`src/rtl/fd_pkg.sv`:
```
package fd_pkg;
  typedef enum logic [3:0] {
    OP_HALT  = 4'h0, OP_NOP   = 4'h1, OP_RRMOV = 4'h2, OP_IRMOV = 4'h3,
    OP_RMMOV = 4'h4, OP_MRMOV = 4'h5, OP_ALU   = 4'h6, OP_JUMP  = 4'h7,
    OP_CALL  = 4'h8, OP_RET   = 4'h9, OP_PUSH  = 4'hA, OP_POP   = 4'hB,
    OP_IADD  = 4'hC
  } opcode_e;

  typedef enum logic [1:0] {
    ST_RUN  = 2'd0,
    ST_HALT = 2'd1,
    ST_INV  = 2'd2
  } stat_e;

  localparam logic [3:0] REG_NONE    = 4'hF;
  localparam logic [3:0] ALU_FUN_MAX = 4'd3;
  localparam logic [3:0] CND_FUN_MAX = 4'd6;
endpackage

```
`src/rtl/fd_classify.sv`:
```
module fd_classify
  import fd_pkg::*;
(
  input  logic [3:0] icode_i,
  input  logic [3:0] ifun_i,
  output logic       valid_o,
  output logic       need_regids_o,
  output logic       need_valc_o,
  output logic       is_halt_o
);
  logic       known;
  logic [3:0] fun_max;

  always_comb begin
    known         = 1'b1;
    fun_max       = 4'd0;
    need_regids_o = 1'b0;
    need_valc_o   = 1'b0;
    case (icode_i)
      OP_HALT, OP_NOP, OP_RET: ;
      OP_RRMOV: begin need_regids_o = 1'b1; fun_max = CND_FUN_MAX; end
      OP_IRMOV, OP_RMMOV, OP_MRMOV, OP_IADD: begin
        need_regids_o = 1'b1;
        need_valc_o   = 1'b1;
      end
      OP_ALU:  begin need_regids_o = 1'b1; fun_max = ALU_FUN_MAX; end
      OP_JUMP: begin need_valc_o = 1'b1; fun_max = CND_FUN_MAX; end
      OP_CALL: need_valc_o = 1'b1;
      OP_PUSH, OP_POP: need_regids_o = 1'b1;
      default: known = 1'b0;
    endcase
  end

  assign valid_o   = known && (ifun_i <= fun_max);
  assign is_halt_o = valid_o && (icode_i == OP_HALT);
endmodule

```
`src/rtl/fd_fields.sv`:
```
module fd_fields
  import fd_pkg::*;
#(
  parameter int WIN_BYTES = 10,
  parameter int WORD_W    = 64
) (
  input  logic [WIN_BYTES*8-1:0] window_i,
  input  logic                   need_regids_i,
  input  logic                   need_valc_i,
  output logic [3:0]             icode_o,
  output logic [3:0]             ifun_o,
  output logic [3:0]             ra_o,
  output logic [3:0]             rb_o,
  output logic [WORD_W-1:0]      valc_o
);
  localparam int CONST_BYTES = WORD_W / 8;

  logic [WORD_W-1:0] const_after_reg;
  logic [WORD_W-1:0] const_after_op;

  assign icode_o = window_i[7:4];
  assign ifun_o  = window_i[3:0];
  assign ra_o    = need_regids_i ? window_i[15:12] : REG_NONE;
  assign rb_o    = need_regids_i ? window_i[11:8]  : REG_NONE;

  // little-endian assembly at both possible offsets
  for (genvar b = 0; b < CONST_BYTES; b++) begin : g_cbyte
    assign const_after_reg[b*8 +: 8] = window_i[(b+2)*8 +: 8];
    assign const_after_op[b*8 +: 8]  = window_i[(b+1)*8 +: 8];
  end

  always_comb begin
    if (!need_valc_i)        valc_o = '0;
    else if (need_regids_i)  valc_o = const_after_reg;
    else                     valc_o = const_after_op;
  end
endmodule

```
`src/rtl/fd_pc_ctl.sv`:
```
module fd_pc_ctl
  import fd_pkg::*;
#(
  parameter int              PC_W     = 64,
  parameter logic [PC_W-1:0] RESET_PC = '0
) (
  input  logic            clk_i,
  input  logic            rst_ni,
  input  logic [PC_W-1:0] valp_i,
  input  logic            valid_i,
  input  logic            is_halt_i,
  output logic [PC_W-1:0] pc_o,
  output stat_e           stat_o
);
  always_ff @(posedge clk_i or negedge rst_ni) begin
    if (!rst_ni) begin
      pc_o   <= RESET_PC;
      stat_o <= ST_RUN;
    end else if (stat_o == ST_RUN) begin
      if (!valid_i)       stat_o <= ST_INV;
      else if (is_halt_i) stat_o <= ST_HALT;
      else                pc_o   <= valp_i;
    end
  end

  a_r10_inv_sticky: assert property (@(posedge clk_i) disable iff (!rst_ni)
    stat_o == ST_INV |=> stat_o == ST_INV && $stable(pc_o));
  a_r11_halt_sticky: assert property (@(posedge clk_i) disable iff (!rst_ni)
    stat_o == ST_HALT |=> stat_o == ST_HALT && $stable(pc_o));
endmodule

```
`src/rtl/insn_fetch_decode.sv`:
```
module insn_fetch_decode
  import fd_pkg::*;
#(
  parameter int              PC_W      = 64,
  parameter int              WORD_W    = 64,
  parameter int              WIN_BYTES = 10,
  parameter logic [PC_W-1:0] RESET_PC  = '0
) (
  input  logic                   clk_i,
  input  logic                   rst_ni,
  input  logic [WIN_BYTES*8-1:0] window_i,
  output logic [PC_W-1:0]        pc_o,
  output logic [3:0]             icode_o,
  output logic [3:0]             ifun_o,
  output logic [3:0]             ra_o,
  output logic [3:0]             rb_o,
  output logic [WORD_W-1:0]      valc_o,
  output logic [PC_W-1:0]        valp_o,
  output logic                   need_regids_o,
  output logic                   need_valc_o,
  output logic                   instr_valid_o,
  output logic [1:0]             stat_o
);
  localparam int              CONST_BYTES = WORD_W / 8;
  localparam logic [PC_W-1:0] CONST_LEN   = PC_W'(CONST_BYTES);
  localparam logic [PC_W-1:0] ONE         = PC_W'(1);

  logic  is_halt;
  stat_e stat;

  fd_classify u_cls (
    .icode_i      (icode_o),
    .ifun_i       (ifun_o),
    .valid_o      (instr_valid_o),
    .need_regids_o(need_regids_o),
    .need_valc_o  (need_valc_o),
    .is_halt_o    (is_halt)
  );

  fd_fields #(.WIN_BYTES(WIN_BYTES), .WORD_W(WORD_W)) u_fld (
    .window_i     (window_i),
    .need_regids_i(need_regids_o),
    .need_valc_i  (need_valc_o),
    .icode_o      (icode_o),
    .ifun_o       (ifun_o),
    .ra_o         (ra_o),
    .rb_o         (rb_o),
    .valc_o       (valc_o)
  );

  assign valp_o = pc_o + ONE
                + (need_regids_o ? ONE : '0)
                + (need_valc_o ? CONST_LEN : '0);

  fd_pc_ctl #(.PC_W(PC_W), .RESET_PC(RESET_PC)) u_pc (
    .clk_i    (clk_i),
    .rst_ni   (rst_ni),
    .valp_i   (valp_o),
    .valid_i  (instr_valid_o),
    .is_halt_i(is_halt),
    .pc_o     (pc_o),
    .stat_o   (stat)
  );

  assign stat_o = stat;

  a_r9_pc_step: assert property (@(posedge clk_i) disable iff (!rst_ni)
    stat == ST_RUN && instr_valid_o && !is_halt |=> pc_o == $past(valp_o));
  a_r10_invalid_stops: assert property (@(posedge clk_i) disable iff (!rst_ni)
    stat == ST_RUN && !instr_valid_o |=> stat == ST_INV && $stable(pc_o));
  a_r4_iadd_len: assert property (@(posedge clk_i) disable iff (!rst_ni)
    instr_valid_o && icode_o == OP_IADD |-> valp_o == pc_o + ONE + ONE + CONST_LEN);
  a_r5_alu_len: assert property (@(posedge clk_i) disable iff (!rst_ni)
    instr_valid_o && icode_o == OP_ALU |-> valp_o == pc_o + ONE + ONE && valc_o == '0);
endmodule

```
`config.mk`:
```
export PLATFORM = sky130hd
export DESIGN_NAME = insn_fetch_decode
export DESIGN_NICKNAME = d
export VERILOG_FILES = /design/src/rtl/fd_pkg.sv /design/src/rtl/fd_classify.sv /design/src/rtl/fd_fields.sv /design/src/rtl/fd_pc_ctl.sv /design/src/rtl/insn_fetch_decode.sv
export SDC_FILE = /design/constraint.sdc
export NUM_CORES = 1
export LEC_CHECK = 0
export ABC_CLOCK_PERIOD_IN_PS = 3500
export CORE_ASPECT_RATIO = 0.8
export CORE_MARGIN = 4
export CORE_UTILIZATION = 36
export DETAILED_ROUTE_END_ITERATION = 6
export GPL_TIMING_DRIVEN = 0
export PLACE_DENSITY_LB_ADDON = 0.08
export SLEW_MARGIN = 20
export SYNTH_ARGS = -nofsm -noshare
export SYNTH_HDL_FRONTEND = slang
export SYNTH_SLANG_ARGS = --single-unit
```
`constraint.sdc`:
```
create_clock -name clk_i -period 3.5 [get_ports clk_i]
set_input_delay 0.35 -clock clk_i [delete_from_list [all_inputs] [get_ports clk_i]]
set_output_delay 0.35 -clock clk_i [all_outputs]
set_load 0.01 [all_outputs]
```
==> results of run 1 <==
## worst min path at each step
| stage | startpoint | to | slack (ns) | cells past startpoint |
|---|---|---|---|---|
| floorplan | rst_ni | u_pc.pc_o[0]$_DFFE_PN0P_ | 0.05 | 0 |
| CTS | rst_ni | u_pc.pc_o[45]$_DFFE_PN0P_ | 0.42 | 2 |
| global route | rst_ni | u_pc.pc_o[45]$_DFFE_PN0P_ | 0.44 | 2 |
| global placement | u_pc.pc_o[0]$_DFFE_PN0P_ | u_pc.pc_o[0]$_DFFE_PN0P_ | 0.49 | 2 |
| detailed placement | rst_ni | u_pc.pc_o[45]$_DFFE_PN0P_ | 0.22 | 1 |
| finish | rst_ni | u_pc.pc_o[45]$_DFFE_PN0P_ | 0.42 | 2 |
## flip-flops by register name (all words and copies together) (netlist names)
name,count
u_pc.pc_o,64
u_pc.stat_o,2
## stage by stage
step           total power, mW  cells  worst slack (ns)
2_1_floorplan             1.00    709           0.00169
3_3_place_gp              1.35   1186             -1.71
3_5_place_dp              1.36   1187             -1.72
4_1_cts                   2.17   1225           -0.0584
5_1_grt                   2.27   1230           -0.0785
6_report                  2.18   1230            0.0743
## cell usage after synthesis, types with 12 or more instances
library cell / count / area (um^2)
nor2_1: 50 / 188
clkbuf_1: 33 / 124
nand2b_1: 13 / 81.3
nand4_1: 23 / 144
nand3_1: 18 / 90.1
nor3_1: 30 / 150
a21oi_1: 64 / 320
nand2_1: 185 / 694
xnor2_1: 40 / 350
dfrtp_1: 66 / 1650
and3_1: 12 / 75.1
xor2_1: 84 / 736
## layer usage
layer	global-route usage [%]	wire [um]
met1	36.5	10000
met2	39.0	10400
met3	7.23	2030
met4	5.33	301
met5	0	0
## cell families (layout without fill, tap and decap cells)
family / count (synthesis) / in the layout / share of synthesized area, %
adder cells (fa/ha/maj): 6 / 6 / 1.41
AO/OA/AOI/OAI: 75 / 75 / 7.81
AND/OR/NAND/NOR: 377 / 377 / 34.5
buffers and inverters: 61 / 398 / 4.97
XOR/XNOR: 124 / 124 / 20.4
flip-flops: 66 / 66 / 31.0
## layout by cell type, fill, tap and decap left out, types with 6 or more instances in the layout
cell type / instances
nand2_1: 183
buf_2: 13
nor2_4: 7
buf_6: 6
clkbuf_2: 6
nor2_1: 39
nor3_1: 26
dlygate4sd2_1: 22
nand2b_1: 10
xnor2_1: 39
clkbuf_16: 9
clkbuf_1: 30
inv_1: 8
and3_1: 11
buf_4: 34
clkdlybuf4s50_1: 246
nand4_1: 23
xor2_1: 84
a21oi_1: 64
dfrtp_1: 66
nand3_1: 17
## critical path, stage by stage
cell             delay, ns
clkbuf_4              0.17
nand2_4               0.09
and2_4                0.15
o22ai_4               0.09
buf_8                 0.14
ha_1                  0.19
inv_1                 0.11
ha_4                  0.17
a31oi_4               0.09
buf_4                 0.18
nor4_2                0.45
nand2_1               0.14
xnor2_1               0.16
clkdlybuf4s50_1       0.60
## timing repair
action                                  4_1_cts  5_1_grt
endpoints found under the hold margin        14        0
buffers inserted                             23        5
endpoints found under the setup margin      156       36
gates resized for setup                     122       59
pin swaps                                    17       13
hold buffers                                  1        0
## power by group through the flow
stage	Clock, mW	Combinational, mW	Sequential, mW
4_1_cts	0.806	0.599	0.769
6_report	0.801	0.612	0.769
3_5_place_dp	0	0.574	0.782
2_1_floorplan	0	0.220	0.783
5_1_grt	0.840	0.660	0.770
3_3_place_gp	0	0.572	0.782
## final cells by class
type | count | area, um^2 | area share (%)
Multi-Input combinational cell | 582 | 3700 | 39.9
Clock buffer | 11 | 233 | 2.51
Buffer | 50 | 268 | 2.89
Clock inverter | 4 | 20.0 | 0.216
Tap cell | 184 | 230 | 2.49
Sequential cell | 66 | 1650 | 17.8
Inverter | 10 | 42.5 | 0.459
Timing Repair Buffer | 323 | 3120 | 33.7
==> impl_metrics.ini, run 1 <==
[global_routing]
antenna_found_initial = 0
grt_max_degree = 53
track_usage_pct = 25.6
grt_pass1_vias = 6009
grt_pass1_wl_mm = 33.5
grt_overflow_total = 0

[detailed_routing]
wirelength_mm = 22.7
vias = 6370
wl_per_cell_um = 18.5
postRouteAntennaNets = 0
drt-vias-per-instance = 5.18
drt_iter0_drc = 489
first_pass_iters = 6
drc = 0

[placement]
gp_congestion = 0.931
hpwl_mm = 17.0
io_buffer_count = 293
placed_cell_area_um2 = 8530

[worst_setup_path]
endpoint = valp_o[20]
worstSetupPathType = in2out
r2r_cells = 9
crit_arrival_ns = 3.08
startpoint = window_i[4]
critPathRequiredTime_ns = 3.15
rrSetupSlack_ns = 0.69
crit_fanout = 8
timing.rr.start = u_pc.pc_o[26]$_DFFE_PN0P_
startpoint_type = input pin
reg2reg_to = u_pc.pc_o[53]$_DFFE_PN0P_
cp-end-kind = primary output

[pwr]
comb_power_share_pct = 28.1
pwr-share-clk_pct = 36.7
p_seq_share_pct = 35.3
cellPowerDensity_nw_per_um2 = 236
power.static_leakage_nw = 4.48
p_int_mw = 1.56
ir_drop_uv = 230
swShare_pct = 28.5
power.net_switching_uw = 621

[floorplanning]
chipWidth_um = 144
start_util_pct = 37.0
pin_count = 295
fp-row-count = 39
die-area_um2 = 16800
dieHeight_um = 117
core-area_um2 = 14400

[cts]
clock_latency_ns = 0.33
cts_buffers = 9
clkSlewWorstSetupHoldPaths_ns = 0.06
cts_max_path_buffers = 2
cts_tree = yes
cts.sinks = 66
htreeDepth = 3
root_buffer = clkbuf_16

[yosys]
synth-edff-count = 0
postSynthAreaPerCell_um2 = 7.52
synth_seq_area_share_pct = 31.0
ys_seq_elements = 66
synthCells = 709
synth_area_um2 = 5330
ys_types = 44
synth-async-reset-ratio_pct = 100
synthesis.nets = 797
synth_warnings = 0
ys.flop_type = dfrtp_1

[timing]
whs_ns = 0.418
fin_crit_sh_pct = 97.9
period_minus_slack_ns = 3.43
fmax_ghz = 0.292
max_slew_margin_pct = 42.0
worstMarginPinSlew_ns = 0.862
skew_ns = 0.00518
slew_viol_final = 0
setup_violations = 0
rsz0062_at_grt = true
setup_tns_ns = 0
hold_violations = 0

[run_status]
status = complete, no violations

[cells_and_area]
area_growth_pct = 73.7
layout-drive-gt1-share_pct = 12.6
fillers = 1313
nNetsFinal = 1130
design_area_um2 = 9260
post-route-util_pct = 64.3
n_antenna_cell = 0

[run]
max_cap_violations = 0

[min_path]
hp-class = in2async
No activity file was read; power rests on OpenSTA's default activity.
==> run 2: changes to the inputs <==
- PLACE_DENSITY: unset -> 0.79
- PLACE_DENSITY_LB_ADDON: 0.08 -> unset
==> impl_metrics.ini, run 2 (synthesized netlist as in run 1, its figures left out) <==
[cells_and_area]
final_cell_mix = clkdlybuf4s50_1, nand2_1, xor2_1, dfrtp_1, a21oi_1
final_cells = 1244
layout_commonest_cell = clkdlybuf4s50_1
regMostFlops = u_pc.pc_o
fillers = 1183
layout-drive-gt1-share_pct = 14.8
top_regs = u_pc.pc_o: 64 flops, u_pc.stat_o: 2 flops
nNetsFinal = 1142
area_growth_pct = 76.4
largest_reg_flops = 64
post-route-util_pct = 65.4

[worst_setup_path]
worstSetupPathType = in2out
path_buf_inv = 7
path_cells = buf_12 -> o311ai_4 -> clkbuf_8 -> inv_6 -> ha_4 -> nand4b_1 -> a2111oi_4 -> buf_4 -> nand4_1 -> buf_4 -> buf_12 -> nor4_4 -> xor2_1 -> buf_2
critPathRequiredTime_ns = 3.15
rrSetupSlack_ns = 0.73
reg2reg_to = u_pc.pc_o[43]$_DFFE_PN0P_
startpoint_type = input pin
slowest_stage = a2111oi_4
cp_slowest_stage_delay_ns = 0.50
r2r_cells = 10
crit_fanout = 7
cp-end-kind = primary output
crit_arrival_ns = 3.27
timing.rr.start = u_pc.pc_o[3]$_DFFE_PN0P_
crit_family = buffers and inverters

[floorplanning]
pin_count = 295
fp-row-count = 39
dieHeight_um = 117
die-area_um2 = 16800
chipWidth_um = 144
start_util_pct = 37.0
core-area_um2 = 14400

[timing]
setup_tns_ns = -0.296
setup_violations = 4
max_slew_margin_pct = 32.0
period_minus_slack_ns = 3.62
setup_ws_ns = -0.116
skew_ns = 0.00881
fmax_ghz = 0.277
worstMarginPinSlew_ns = 1.01
rsz0062_at_grt = true
hold_violations = 0
slew_viol_final = 0
fin_crit_sh_pct = 103

[min_path]
hp-class = in2async

[global_routing]
grt_pass1_vias = 6372
track_usage_pct = 26.4
antenna_found_initial = 0
grt_pass1_wl_mm = 34.8
grt_max_degree = 55
grt_overflow_total = 0

[cts]
clkSlewWorstSetupHoldPaths_ns = 0.06
cts_tree = yes
cts_buffers = 9
cts.sinks = 66
clock_latency_ns = 0.33
cts_max_path_buffers = 2
htreeDepth = 3
root_buffer = clkbuf_16

[pwr]
ir_drop_uv = 199
power.static_leakage_nw = 4.52
cellPowerDensity_nw_per_um2 = 253

[run_status]
violations = negative setup slack
status = finished, violations left

[detailed_routing]
wl_per_cell_um = 18.9
drt-vias-per-instance = 5.33
drc = 0
postRouteAntennaNets = 0
drt_iter0_drc = 453
vias = 6627
first_pass_iters = 5
wirelength_mm = 23.5

[placement]
dp_cells = 1187
io_buffer_count = 293
hpwl_mm = 17.6
gp_congestion = 0.946

[run]
max_cap_violations = 0
## run 2: changes by cell type in the layout (fill, tap and decap cells not counted), moves of 4 or more
cell             previous run  this run
dlygate4sd2_1              22        18
buf_2                      13        18
clkdlybuf4s50_1           246       242
buf_4                      34        49
clkinv_2                    4         0
## run 2: report_power, final
| part | leakage, nW | total [mW] | switching [mW] | internal, mW |
|---|---|---|---|---|
| clock network | 0.157 | 1.00 | 0.352 | 0.648 |
| logic | 3.45 | 0.615 | 0.291 | 0.323 |
| registers | 0.916 | 0.769 | 0.00327 | 0.766 |
| total | 4.52 | 2.38 | 0.646 | 1.74 |
## run 2: final cells by class
cell class,instances,area (um^2),area share (%)
antenna,1,2.50,0.0266
inverter,10,42.5,0.452
timing repair buffer,335,3160,33.6
buffer,50,277,2.94
sequential,66,1650,17.6
tap,184,230,2.45
clock buffer,11,243,2.58
multi-input combinational,582,3710,39.5
clock inverter,5,85.1,0.904
## run 2: what timing repair did
item                                    4_1_cts  5_1_grt
hold endpoints to repair                     12        0
hold buffers                                  1        0
endpoints found under the setup margin      116       39
pin swaps                                    19       18
resized for setup                           150       61
setup buffers                                29       12
cloned                                        1        0
## run 2: per-layer routing
layer	vias up	share of wire (%)	track usage (%)	routed length (um)
li1	3049	-	-	-
met3	35	8.9	6.38	2090
met1	3197	41	35.4	9620
met2	346	48	43.2	11300
met4	0	2.0	6.71	467
met5	-	0	0	0
## run 2: how the worst max path moves through the flow
stage	from	to	slack [ns]	cells after the start
final	window_i[7]	valp_o[45]	-0.12	14
after global routing	window_i[7]	valp_o[53]	-0.23	15
after CTS	window_i[7]	valp_o[45]	-0.03	15
after detailed placement	window_i[7]	valp_o[60]	-1.64	13
after global placement	window_i[7]	valp_o[60]	-1.64	13
after floorplan	window_i[4]	valp_o[45]	0.002	13
## run 2: per-stage QoR
step | setup WS (ns) | hold WS [ns] | total power [mW] | area, um^2
floorplan | 0.00169 | 0.0544 | 1.00 | 5340
global placement | -1.64 | 0.492 | 1.36 | 8500
detailed placement | -1.64 | 0.212 | 1.37 | 8530
CTS | -0.0282 | 0.416 | 2.39 | 9230
global route | -0.232 | 0.433 | 2.48 | 9410
finish | -0.116 | 0.416 | 2.38 | 9410
